--- src/rtl/qw_unpacker_pkg.sv ---
package qw_unpacker_pkg;

  // Descriptor codes the decoder keys on
  localparam logic [3:0] DESC_PRIM  = 4'h0;
  localparam logic [3:0] DESC_COLOR = 4'h1;
  localparam logic [3:0] DESC_TEXST = 4'h2;
  localparam logic [3:0] DESC_UV    = 4'h3;
  localparam logic [3:0] DESC_VTXF  = 4'h4;
  localparam logic [3:0] DESC_VTX   = 4'h5;
  localparam logic [3:0] DESC_FOG   = 4'hA;
  localparam logic [3:0] DESC_RSVD  = 4'hB;
  localparam logic [3:0] DESC_ADDAT = 4'hE;
  localparam logic [3:0] DESC_NOP   = 4'hF;

  typedef enum logic [3:0] {
    FMT_PRIM,
    FMT_COLOR,
    FMT_TEXST,
    FMT_UV,
    FMT_VTXF,
    FMT_VTX,
    FMT_FOG,
    FMT_ADDAT,
    FMT_RAW
  } pack_fmt_e;

  // Strobes from control to datapath
  typedef struct packed {
    logic      wrEn;
    logic      qLoad;
    logic      altReg;
    pack_fmt_e fmt;
  } unpack_ctl_t;

endpackage

--- src/rtl/qw_unpack_ctrl.sv ---
module qw_unpack_ctrl
  import qw_unpacker_pkg::*;
#(
  parameter int DESC_W = 4,
  parameter int ALT_BIT = 111,
  parameter int QW_W = 128
) (
  input  logic              clk,
  input  logic              rstN,
  input  logic              inValid,
  input  logic [DESC_W-1:0] inDesc,
  input  logic [QW_W-1:0]   inQword,
  output unpack_ctl_t       ctl,
  output logic              descError
);

  logic altSel;
  assign altSel = inQword[ALT_BIT];

  always_comb begin
    ctl = '{wrEn: 1'b0, qLoad: 1'b0, altReg: 1'b0, fmt: FMT_RAW};
    if (inValid) begin
      ctl.wrEn = 1'b1;
      unique case (inDesc)
        DESC_PRIM:  ctl.fmt = FMT_PRIM;
        DESC_COLOR: ctl.fmt = FMT_COLOR;
        DESC_TEXST: begin
          ctl.fmt   = FMT_TEXST;
          ctl.qLoad = 1'b1;
        end
        DESC_UV:    ctl.fmt = FMT_UV;
        DESC_VTXF: begin
          ctl.fmt    = FMT_VTXF;
          ctl.altReg = altSel;
        end
        DESC_VTX: begin
          ctl.fmt    = FMT_VTX;
          ctl.altReg = altSel;
        end
        DESC_FOG:   ctl.fmt = FMT_FOG;
        DESC_ADDAT: ctl.fmt = FMT_ADDAT;
        DESC_RSVD, DESC_NOP: ctl.wrEn = 1'b0;
        default:    ctl.fmt = FMT_RAW;
      endcase
    end
  end

  always_ff @(posedge clk) begin
    if (!rstN) descError <= 1'b0;
    else       descError <= inValid && (inDesc == DESC_RSVD);
  end


  err_src_chk: assert property (@(posedge clk) disable iff (!rstN)
    descError |-> $past(inValid) && ($past(inDesc) == DESC_RSVD));


  qload_desc_chk: assert property (@(posedge clk) disable iff (!rstN)
    ctl.qLoad |-> inValid && (inDesc == DESC_TEXST));

endmodule

--- src/rtl/qw_unpack_dp.sv ---
module qw_unpack_dp
  import qw_unpacker_pkg::*;
#(
  parameter int QW_W = 128,
  parameter int DATA_W = 64,
  parameter int ADDR_W = 8,
  parameter int DESC_W = 4,
  parameter int Q_W = 32,
  parameter logic [31:0] Q_RESET = 32'h3F80_0000
) (
  input  logic              clk,
  input  logic              rstN,
  input  unpack_ctl_t       ctl,
  input  logic [DESC_W-1:0] inDesc,
  input  logic [QW_W-1:0]   inQword,
  output logic              wrValid,
  output logic [ADDR_W-1:0] wrAddr,
  output logic [DATA_W-1:0] wrData
);

  localparam int LANE_W   = 32;
  localparam int LANES    = QW_W / LANE_W;
  localparam int CH_W     = 8;
  localparam int ALT_OFS  = 8;
  localparam int QSRC_LO  = 2 * LANE_W;

  logic [Q_W-1:0] qReg;
  logic [LANES*CH_W-1:0] colorPack;
  logic [DATA_W-1:0] nextData;
  logic [ADDR_W-1:0] nextAddr;

  // One colour channel from the low byte of each lane
  for (genvar i = 0; i < LANES; i++) begin : gLane
    assign colorPack[i*CH_W +: CH_W] = inQword[i*LANE_W +: CH_W];
  end

  always_comb begin
    nextData = '0;
    nextAddr = ADDR_W'(inDesc);
    unique case (ctl.fmt)
      FMT_PRIM:  nextData[10:0] = inQword[10:0];
      FMT_COLOR: nextData = {qReg, colorPack};
      FMT_TEXST: nextData = inQword[63:0];
      FMT_UV: begin
        nextData[13:0]  = inQword[13:0];
        nextData[29:16] = inQword[45:32];
      end
      FMT_VTXF: begin
        nextData[15:0]  = inQword[15:0];
        nextData[31:16] = inQword[47:32];
        nextData[55:32] = inQword[91:68];
        nextData[63:56] = inQword[107:100];
      end
      FMT_VTX: begin
        nextData[15:0]  = inQword[15:0];
        nextData[31:16] = inQword[47:32];
        nextData[63:32] = inQword[95:64];
      end
      FMT_FOG:   nextData[63:56] = inQword[107:100];
      FMT_ADDAT: begin
        nextData = inQword[63:0];
        nextAddr = inQword[71:64];
      end
      default:   nextData = inQword[63:0];
    endcase
    if (ctl.altReg) nextAddr = nextAddr | ADDR_W'(ALT_OFS);
  end

  always_ff @(posedge clk) begin
    if (!rstN) begin
      qReg    <= Q_RESET;
      wrValid <= 1'b0;
      wrAddr  <= '0;
      wrData  <= '0;
    end else begin
      wrValid <= ctl.wrEn;
      if (ctl.wrEn) begin
        wrAddr <= nextAddr;
        wrData <= nextData;
      end
      if (ctl.qLoad) qReg <= inQword[QSRC_LO +: Q_W];
    end
  end


  q_hold_chk: assert property (@(posedge clk) disable iff (!rstN)
    !$past(ctl.qLoad) |-> $stable(qReg));


  color_q_chk: assert property (@(posedge clk) disable iff (!rstN)
    (wrValid && $past(ctl.wrEn) && ($past(ctl.fmt) == FMT_COLOR))
      |-> (wrData[63:32] == $past(qReg)));

endmodule

--- src/rtl/qw_unpacker.sv ---
module qw_unpacker
  import qw_unpacker_pkg::*;
#(
  parameter int QW_W = 128,
  parameter int DATA_W = 64,
  parameter int ADDR_W = 8,
  parameter int DESC_W = 4,
  parameter int ALT_BIT = 111
) (
  input  logic              clk,
  input  logic              rstN,
  input  logic              inValid,
  input  logic [DESC_W-1:0] inDesc,
  input  logic [QW_W-1:0]   inQword,
  output logic              wrValid,
  output logic [ADDR_W-1:0] wrAddr,
  output logic [DATA_W-1:0] wrData,
  output logic              descError
);

  unpack_ctl_t ctl;

  qw_unpack_ctrl #(.DESC_W(DESC_W), .ALT_BIT(ALT_BIT), .QW_W(QW_W)) uCtrl (
    .clk(clk), .rstN(rstN), .inValid(inValid), .inDesc(inDesc),
    .inQword(inQword), .ctl(ctl), .descError(descError)
  );

  qw_unpack_dp #(.QW_W(QW_W), .DATA_W(DATA_W), .ADDR_W(ADDR_W),
                 .DESC_W(DESC_W)) uDp (
    .clk(clk), .rstN(rstN), .ctl(ctl), .inDesc(inDesc), .inQword(inQword),
    .wrValid(wrValid), .wrAddr(wrAddr), .wrData(wrData)
  );


  wr_err_excl_chk: assert property (@(posedge clk) disable iff (!rstN)
    !(wrValid && descError));


  idle_chk: assert property (@(posedge clk) disable iff (!rstN)
    ($past(rstN) && !$past(inValid)) |-> (!wrValid && !descError));


  alt_vtxf_chk: assert property (@(posedge clk) disable iff (!rstN)
    ($past(rstN) && $past(inValid) && ($past(inDesc) == DESC_VTXF) && $past(inQword[ALT_BIT]))
      |-> (wrValid && (wrAddr == ADDR_W'(8'h0C))));


  nop_chk: assert property (@(posedge clk) disable iff (!rstN)
    ($past(rstN) && $past(inValid) && ($past(inDesc) == DESC_NOP))
      |-> (!wrValid && !descError));

endmodule

--- config.mk ---
export PLATFORM = sky130hd
export DESIGN_NAME = qw_unpacker
export DESIGN_NICKNAME = d
export VERILOG_FILES = /design/src/rtl/qw_unpacker_pkg.sv /design/src/rtl/qw_unpack_ctrl.sv /design/src/rtl/qw_unpack_dp.sv /design/src/rtl/qw_unpacker.sv
export SDC_FILE = /design/constraint.sdc
export NUM_CORES = 1
export LEC_CHECK = 0
export ABC_AREA = 1
export BUFFER_PORTS_ARGS = -buffer_cell sky130_fd_sc_hd__buf_2
export CORE_MARGIN = 8
export CORE_UTILIZATION = 53
export DETAILED_ROUTE_END_ITERATION = 8
export PLACE_DENSITY = 0.93
export SETUP_SLACK_MARGIN = 0.4
export SLEW_MARGIN = 10
export SYNTH_ARGS = -nofsm -noshare
export SYNTH_HDL_FRONTEND = slang
export SYNTH_SLANG_ARGS = --single-unit
export TNS_END_PERCENT = 1
--- constraint.sdc ---
create_clock -name clk -period 2.4 [get_ports clk]
set_input_delay 0.48 -clock clk [delete_from_list [all_inputs] [get_ports clk]]
set_output_delay 0.48 -clock clk [all_outputs]
set_load 0.02 [all_outputs]
==> results.yml, run 1 <==
drt:
  wl_per_cell_um: 15.9
  drc: 0
  postRouteWirelength_mm: 18.8
  routed_via_density: 5.31
  ant_nets: 0
  via_count: 6254
  drtIter0Drc: 503
  first_pass_iters: 7
placement:
  place_inst: 1162
  gp_congestion: 0.935
  dp_hpwl_mm: 13.4
  portBuffers: 189
layout:
  finalCoreUtilization_pct: 66.4
  fill_cells: 956
  drive_above_1_share_pct: 22.8
  n_antenna_cell: 0
  fin_nets: 1172
  syn_to_final_growth_pct: 23.5
  instances_no_fill: 1178
status:
  status: "finished clean"
pwr:
  ir_worst_vdd_uv: 367
  power_density_nw_per_um2: 564
  p_leak_nw: 3.65
timing:
  rsz0062_at_grt: "false"
  tns_ns: 0
  max-slew-margin-rel_pct: 65.9
  post-route-period-util_pct: 77.4
  clock_skew_ns: 0.00946
  worstMarginPinSlew_ns: 0.507
  holdWs_ns: 0.329
  hold_violations: 0
  fin_crit_ns: 1.86
  setup_viol: 0
  fmax_mhz: 539
  slew_violations: 0
worst_setup_path:
  critPathArrivalTime_ns: 2.12
  crit_required_ns: 2.67
  critPathKind: "input port to flop"
  worst-path-max-fanout: 14
  start_kind: "input port"
  end_kind: "flop"
global_routing:
  antenna_found_initial: 0
  grt_pass1_wl_mm: 30.4
  grtUsageTotal_pct: 26.3
  grt_overflow: 0
  grt_max_degree: 82
  grt_pass1_vias: 6235
synth:
  ys.flop_type: "dfxtp_1"
  yosys-top-cells-count: "nand2_1, dfxtp_1, nand3_1"
  synth_edf_count: 0
  synth.net_count: 1012
  synth_area_per_cell_um2: 6.24
  synth.cell_area_um2: 5470
  synth_area_leaders: "dfxtp_1, nand2_1, nand3_1"
  async_flop_share_pct: 0
  synth_most_common_cell: "nand2_1"
  synth_top_cell_area_share_pct: 38.8
  synth_cell_types: 25
  synth.ff_latch_count: 106
  syn_inst: 877
  yosys_warnings: 0
  synth_top_cell_by_area: "dfxtp_1"
  synth_seq_area_share_pct: 38.8
clock_network:
  clockRootBuffer: "clkbuf_8"
  hold_buffers: 0
  cts_resized: 0
  cts_tree: "yes"
  insertion_delay_ns: 0.38
  cts.clk_slew.worst_paths_ns: 0.11
  cts_buffers: 9
  cts_buffer_depth: 2
  postCtsSetupBuffers: 0
  clock-sinks: 106
  cts_max_level: 3
floorplan:
  coreArea_um2: 10200
  dieArea_um2: 13800
  die_h_um: 118
  fp.dieW_um: 118
  rows: 37
  initial_core_util_pct: 53.7
  pin_count: 209
min_path:
  hold_path.class: "input port to flop"
flow_run:
  maxCapViolCount: 0
-- area by class of cell --
type / count / area (um^2) / area share (%)
multi-input combinational: 630 / 2760 / 40.7
timing repair buffer: 206 / 1200 / 17.7
clock inverter: 7 / 77.6 / 1.15
tap: 136 / 170 / 2.52
clock buffer: 9 / 124 / 1.83
sequential: 106 / 2120 / 31.4
inverter: 84 / 315 / 4.66
-- where the power goes --
group	switching, mW	internal (mW)	total, mW
logic	0.493	0.277	0.770
clock network	0.658	0.493	1.15
registers	0.0437	1.85	1.89
-- cells in the final DEF (no fill, tap or decap), types with 2 or more instances in the layout --
cell      netlist  routed
buf_12          0      10
nor3_1          2       2
dfxtp_1       106     106
nand4_1         2       2
inv_2           6       6
nor2_4          1       3
clkbuf_8        0       9
buf_2          12     189
nand3_1        99      99
o211ai_1        7       7
inv_1          77      77
nand2_1       315     313
buf_4          10       7
a22oi_1         2       2
clkinv_4        0       2
inv_6           0       2
nor2_1         60      60
o21ai_0        39      39
a21oi_1        94      94
nand2_2         2       4
-- worst paths after layout --
check | endpoint | slack (ns) | cells past startpoint | from
worst min-delay path | uDp.qReg[28]$_SDFFE_PN1P_ | 0.33 | 3 | inQword[92]
worst max register to register | uDp.wrData[53]$_SDFFE_PN0P_ | 1.52 | 6 | uDp.qReg[21]$_SDFFE_PN0P_
worst max-delay path | uDp.wrData[24]$_SDFFE_PN0P_ | 0.54 | 11 | inValid
worst min register to register | uDp.wrData[19]$_SDFFE_PN0P_ | 0.46 | 2 | uDp.wrData[19]$_SDFFE_PN0P_
-- state kept, by name (all words and copies together), names as in the netlist --
signal and count:
uDp.wrData 64, uDp.qReg 32, uDp.wrAddr 8, uCtrl.descError 1, uDp.wrValid 1
-- per-layer routing --
layer | GRT usage, % | up-vias | wire length [um]
li1 | - | 3090 | -
met1 | 30.9 | 2778 | 7570
met2 | 42.9 | 341 | 8630
met3 | 9.93 | 45 | 2050
met4 | 9.45 | 0 | 510
met5 | 0 | - | 0
-- per-stage QoR --
| stage | power [mW] | area (um^2) | worst slack (ns) |
|---|---|---|---|
| after floorplan | 2.37 | 5470 | 0.635 |
| after detailed placement | 2.69 | 6550 | 0.145 |
| after CTS | 3.81 | 6760 | 0.524 |
| final | 3.81 | 6760 | 0.543 |
| after global routing | 3.97 | 6760 | 0.401 |
| after global placement | 2.68 | 6550 | 0.162 |
-- critical path: stages --
cell,delay (ns)
buf_2,0.16
inv_2,0.08
a21oi_2,0.19
nand3_4,0.20
nand2_1,0.13
nand2_2,0.21
nand2_1,0.17
buf_4,0.23
nand3_1,0.13
nand2_1,0.09
a21oi_1,0.06
-- cells by family (layout without fill, tap and decap cells) --
group                  count (synthesis)  count (layout)  synth area share (%)
buffers and inverters                141             306                  11.3
DFF                                  106             106                  38.8
AOI/OAI and AO/OA                    144             144                  13.7
and+or+nand+nor                      486             486                  36.3
(Power assumes the default switching activity.)
==> inputs of run 2 (changes only) <==
- ABC_AREA: 1 -> 0
- CORE_UTILIZATION: 53 -> 44
- PLACE_DENSITY: 0.93 -> 0.84
- clock period: 2.4 -> 1.7 ns (I/O delays scaled with it)
==> run 2 against run 1 <==
  * Combinational power rose by 66%
  * Sequential power rose by 42%
  * Register-to-register slack got worse by 0.72 ns
  * Routed wire length rose by 3.5%
  * Cell area rose by 3.5%
  * Clock power rose by 70%
  * Setup slack got worse by 0.22 ns
  * Global-route usage fell by 2.2 points
  * Power rose by 55%
  * Critical path type unchanged
  * Largest cell class unchanged
  * Largest power group unchanged
  * Highest routed layer is now met5
==> results.yml, run 2 <==
pwr:
  power_density_nw_per_um2: 847
  ir_worst_vdd_uv: 533
  p_leak_nw: 3.17
  total_power_mw: 5.93
timing:
  setup_viol: 0
  hold_violations: 0
  fin_crit_ns: 1.37
  clock_skew_ns: 0.00438
  max-slew-margin-rel_pct: 67.7
  fmax_mhz: 728
  worstMarginPinSlew_ns: 0.479
  post-route-period-util_pct: 80.8
  rsz0062_at_grt: "true"
  slew_violations: 0
  holdWs_ns: 0.227
  tns_ns: 0
  setup_slack_ns: 0.327
placement:
  portBuffers: 189
  dpl_cell_area_um2: 6580
  place_ws_ns: -0.0490
  dp_hpwl_mm: 13.1
  place_inst: 981
  gp_congestion: 0.840
drt:
  routed_via_density: 5.90
  drc: 0
  ant_nets: 0
  first_pass_iters: 7
  postRouteWirelength_mm: 19.4
  wl_per_cell_um: 19.3
  drtIter0Drc: 687
  via_count: 5924
min_path:
  hold_depth: 3
  hold_path.class: "input port to flop"
  worstHoldStart: "inQword[87]"
  min_to: "uDp.qReg[23]$_SDFFE_PN1P_"
floorplan:
  fp.dieW_um: 125
  pin_count: 209
  coreArea_um2: 11800
  dieArea_um2: 15600
  rows: 40
  initial_core_util_pct: 44.2
  die_h_um: 125
layout:
  stdcell_area_um2: 7000
  top_register: "uDp.wrData"
  syn_to_final_growth_pct: 33.9
  instances_no_fill: 1004
  finalCoreUtilization_pct: 59.2
  final_common_cell: "buf_2"
  largest_register_ff_count: 64
  fill_cells: 1051
  top_regs: "uDp.wrData x64, uDp.qReg x32, uDp.wrAddr x8"
  fin_nets: 987
  mostFrequentLayoutCells: "buf_2, nand2_1, dfxtp_1"
  n_antenna_cell: 0
  drive_above_1_share_pct: 31.9
clock_network:
  hold_buffers: 0
  cts_tree: "yes"
  clockRootBuffer: "clkbuf_16"
  cts.clk_slew.worst_paths_ns: 0.07
  cts_buffer_depth: 2
  clock-sinks: 106
  insertion_delay_ns: 0.35
  cts_buffers: 9
  cts_max_level: 3
synth:
  ys.flop_type: "dfxtp_1"
  synth_seq_area_share_pct: 40.6
  synth.net_count: 796
  syn_inst: 661
  synth_area_leaders: "dfxtp_1, nand2_1, o21ai_0"
  synth_cell_types: 34
  synth_top_cell_by_area: "dfxtp_1"
  synth_top_cell_area_share_pct: 40.6
  synth_edf_count: 0
  synth.cell_area_um2: 5220
  synth_area_per_cell_um2: 7.90
  yosys-top-cells-count: "nand2_1, dfxtp_1, o21ai_0"
  async_flop_share_pct: 0
  synth.ff_latch_count: 106
  synth_most_common_cell: "nand2_1"
  yosys_warnings: 0
global_routing:
  grt_max_degree: 107
  grt_pass1_vias: 5820
  top_usage_layer: "met2"
  grt_overflow: 0
  gr-usage-met2_pct: 39.5
  met1_usage_pct: 28.9
  grtUsageTotal_pct: 24.1
  use_met3_pct: 6.33
  antenna_found_initial: 1
  grt_pass1_wl_mm: 30.6
worst_setup_path:
  critPathKind: "input port to flop"
  critPathLaunch: "inDesc[3]"
  critPathArrivalTime_ns: 1.65
  r2r_setup_slack_ns: 0.80
  rr_startpoint: "uDp.qReg[16]$_SDFFE_PN0P_"
  start_kind: "input port"
  ff2ff_path_depth: 2
  crit_required_ns: 1.98
  worst-path-max-fanout: 18
  reg2reg_to: "uDp.wrData[48]$_SDFFE_PN0P_"
  end_kind: "flop"
status:
  status: "finished clean"
flow_run:
  maxCapViolCount: 0
-- run 2: final cells by class --
type	instances	area (um^2)	area share (%)
repair buffers	244	1580	22.6
multi-input cells	490	2840	40.5
clock inverters	5	30.0	0.429
clock buffers	11	243	3.47
flip-flops and latches	106	2120	30.3
well taps	147	184	2.63
inverters	1	3.75	0.0536
-- run 2: worst max path at each step --
stage | to | slack [ns] | depth (start not counted)
floorplan | uDp.wrData[56]$_SDFFE_PN0P_ | 0.23 | 7
global placement | uDp.wrData[20]$_SDFFE_PN0P_ | 0.02 | 6
detailed placement | uDp.wrData[24]$_SDFFE_PN0P_ | -0.05 | 6
CTS | uDp.wrData[47]$_SDFFE_PN0P_ | 0.35 | 7
global route | uDp.wrData[46]$_SDFFE_PN0P_ | 0.26 | 8
finish | uDp.wrData[47]$_SDFFE_PN0P_ | 0.33 | 7
-- run 2: cells by family (layout without fill, tap and decap cells) --
kind of cell    after synthesis  count (layout)  share of synthesized area [%]
compound gates              263             263                           33.0
simple gates                219             219                           19.0
flops                       106             106                           40.6
buf+inv                      65             261                           5.70
mux                           8               8                           1.68
-- run 2: critical path: stages --
cell and delay, ns:
buf_2 0.16, buf_4 0.18, nor3b_4 0.28, buf_4 0.31, a21o_1 0.16, nand2_1 0.05, a31oi_1 0.18
-- run 2: power breakdown --
part,internal (mW),switching [mW]
combinational,0.524,0.757
clock,1.03,0.933
sequential,2.62,0.0625
total,4.17,1.75
-- run 2: what timing repair did --
item,in CTS,in global routing
resized for setup,4,1
buffers inserted,4,0
pin swaps,2,0
endpoints found under the setup margin,33,99
gates cloned,3,0
-- run 2: metal layers --
metal / wire length, um / up-vias
met4: 518 / 2
li1: - / 2762
met1: 7910 / 2801
met5: 8 / -
met3: 1710 / 44
met2: 9270 / 315
==> inputs of run 3 (changes only) <==
- ABC_AREA: 0 -> 1
- CORE_UTILIZATION: 44 -> 50
- PLACE_DENSITY: 0.84 -> 0.88
- clock period: 1.7 -> 1.3 ns (I/O delays scaled with it)
==> run 3 against run 2 <==
  * The flow now finishes with violations (setup timing)
  * Setup slack got worse by 0.38 ns
  * Flip-flop and latch count is the same
  * Cell count grew 24%
  * Routed wire length up 7.3%
  * Non-clock buffer count increased by 22
  * First-iteration DRC count rose by 25%
  * Critical path type unchanged
  * Largest power group unchanged
==> results.yml, run 3 (same netlist as run 1, synthesis figures left out) <==
placement:
  dp_hpwl_mm: 14.2
  gp_congestion: 0.962
  portBuffers: 189
  place_inst: 1208
  dpl_cell_area_um2: 6980
layout:
  stdcell_area_um2: 7930
  largest_register_ff_count: 64
  mostFrequentLayoutCells: "nand2_1, buf_2, nand3_1"
  final_common_cell: "nand2_1"
  top_register: "uDp.wrData"
  finalCoreUtilization_pct: 73.8
  drive_above_1_share_pct: 33.6
  fin_nets: 1232
  fill_cells: 852
  instances_no_fill: 1242
  n_antenna_cell: 0
  top_regs: "uDp.wrData x64, uDp.qReg x32, uDp.wrAddr x8"
  syn_to_final_growth_pct: 44.9
worst_setup_path:
  reg2reg_to: "uDp.wrData[48]$_SDFFE_PN0P_"
  start_kind: "input port"
  crit_required_ns: 1.61
  end_kind: "flop"
  critPathKind: "input port to flop"
  r2r_setup_slack_ns: 0.44
  worst-path-max-fanout: 8
  ff2ff_path_depth: 6
  rr_startpoint: "uDp.qReg[16]$_SDFFE_PN0P_"
  critPathArrivalTime_ns: 1.66
timing:
  rsz0062_at_grt: "true"
  fin_crit_ns: 1.35
  max-slew-margin-rel_pct: 78.5
  post-route-period-util_pct: 104
  hold_violations: 0
  holdWs_ns: 0.0708
  worstMarginPinSlew_ns: 0.323
  fmax_mhz: 741
  setup_slack_ns: -0.0496
  clock_skew_ns: 0.0120
  slew_violations: 0
  setup_viol: 7
clock_network:
  cts.clk_slew.worst_paths_ns: 0.11
  cts_tree: "yes"
  clockRootBuffer: "clkbuf_8"
  cts_max_level: 3
  insertion_delay_ns: 0.38
  clock-sinks: 106
  cts_buffers: 9
  cts_buffer_depth: 2
floorplan:
  initial_core_util_pct: 50.9
  rows: 38
  die_h_um: 121
  dieArea_um2: 14600
  coreArea_um2: 10700
  fp.dieW_um: 121
  pin_count: 209
drt:
  ant_nets: 0
  wl_per_cell_um: 16.8
  first_pass_iters: 5
  via_count: 6694
  postRouteWirelength_mm: 20.8
  drtIter0Drc: 859
  drc: 0
  routed_via_density: 5.39
pwr:
  ir_worst_vdd_uv: 704
  total_power_mw: 7.29
  p_leak_nw: 4.07
  power_density_nw_per_um2: 919
min_path:
  hold_depth: 2
  hold_path.class: "input port to flop"
  worstHoldStart: "inDesc[2]"
  min_to: "uCtrl.descError$_SDFF_PN0_"
global_routing:
  grtUsageTotal_pct: 26.8
  grt_pass1_vias: 6475
  antenna_found_initial: 1
  grt_overflow: 0
  grt_pass1_wl_mm: 31.8
  grt_max_degree: 35
flow_run:
  maxCapViolCount: 0
status:
  violations: "setup timing"
  status: "finished, violations left"
==> run 3: changes by cell type in the layout (fill, tap and decap cells not counted), sizes merged, moves of 30 or more <==
cell	delta
nor2	+53
o21ai	-38
inv	+87
nand2	+169
nand3	+91
a21oi	+56
nor2b	-30
a31oi	-31
==> run 3: worst max-delay path by stage <==
| stage | end | start | cells past startpoint |
|---|---|---|---|
| 4_1_cts | uDp.wrData[33]$_SDFFE_PN0P_ | inDesc[3] | 14 |
| 5_1_grt | uDp.wrData[63]$_SDFFE_PN0P_ | inDesc[0] | 13 |
| 6_report | uDp.wrData[63]$_SDFFE_PN0P_ | inDesc[0] | 13 |
| 2_1_floorplan | uDp.wrData[36]$_SDFFE_PN0P_ | inDesc[1] | 14 |
| 3_5_place_dp | uDp.wrData[44]$_SDFFE_PN0P_ | inDesc[3] | 13 |
| 3_3_place_gp | uDp.wrData[44]$_SDFFE_PN0P_ | inDesc[3] | 13 |
==> run 3: report_power, final <==
group / switching (mW) / internal (mW)
clock network: 1.25 / 0.773
logic: 1.00 / 0.747
registers: 0.0961 / 3.42
total: 2.35 / 4.94
==> run 3: stage by stage <==
| stage | TNS, ns | worst slack (ns) |
|---|---|---|
| after floorplan | -5.31 | -0.119 |
| after global placement | -29.74 | -0.467 |
| after detailed placement | -30.22 | -0.473 |
| after CTS | 0 | 0.0272 |
| after global routing | -2.84 | -0.121 |
| final | -0.149 | -0.0496 |
==> run 3: layout make-up <==
class | count | area, um^2 | area share (%)
repair buffers | 266 | 2150 | 27.1
flip-flops and latches | 106 | 2140 | 27.0
clock buffers | 10 | 138 | 1.73
well taps | 140 | 175 | 2.21
clock inverters | 6 | 47.5 | 0.599
inverters | 84 | 328 | 4.13
multi-input cells | 630 | 2950 | 37.2
==> run 3: critical path: stages <==
cell,delay [ns]
buf_6,0.11
a21oi_4,0.15
buf_6,0.12
nand3_4,0.07
buf_6,0.15
nor2_4,0.13
buf_4,0.20
nand2_1,0.09
nand2_1,0.08
inv_1,0.04
nand3_1,0.08
nand2_1,0.06
a21oi_1,0.12
==> run 3: layer usage <==
metal / GRT usage [%] / routed length [um] / part of all wire, %
met1: 30.9 / 7920 / 38
met2: 44.8 / 9620 / 46
met3: 9.00 / 2440 / 12
met4: 10.9 / 845 / 4.1
met5: 0 / 10 / 0.048
==> run 3: repair_timing <==
action                     4_1_cts  5_1_grt
setup endpoints to repair      178      178
hold buffers                     0        0
buffers inserted                10        3
gates resized for setup         27      171
gates cloned                     5        0
pin swaps                        8       12
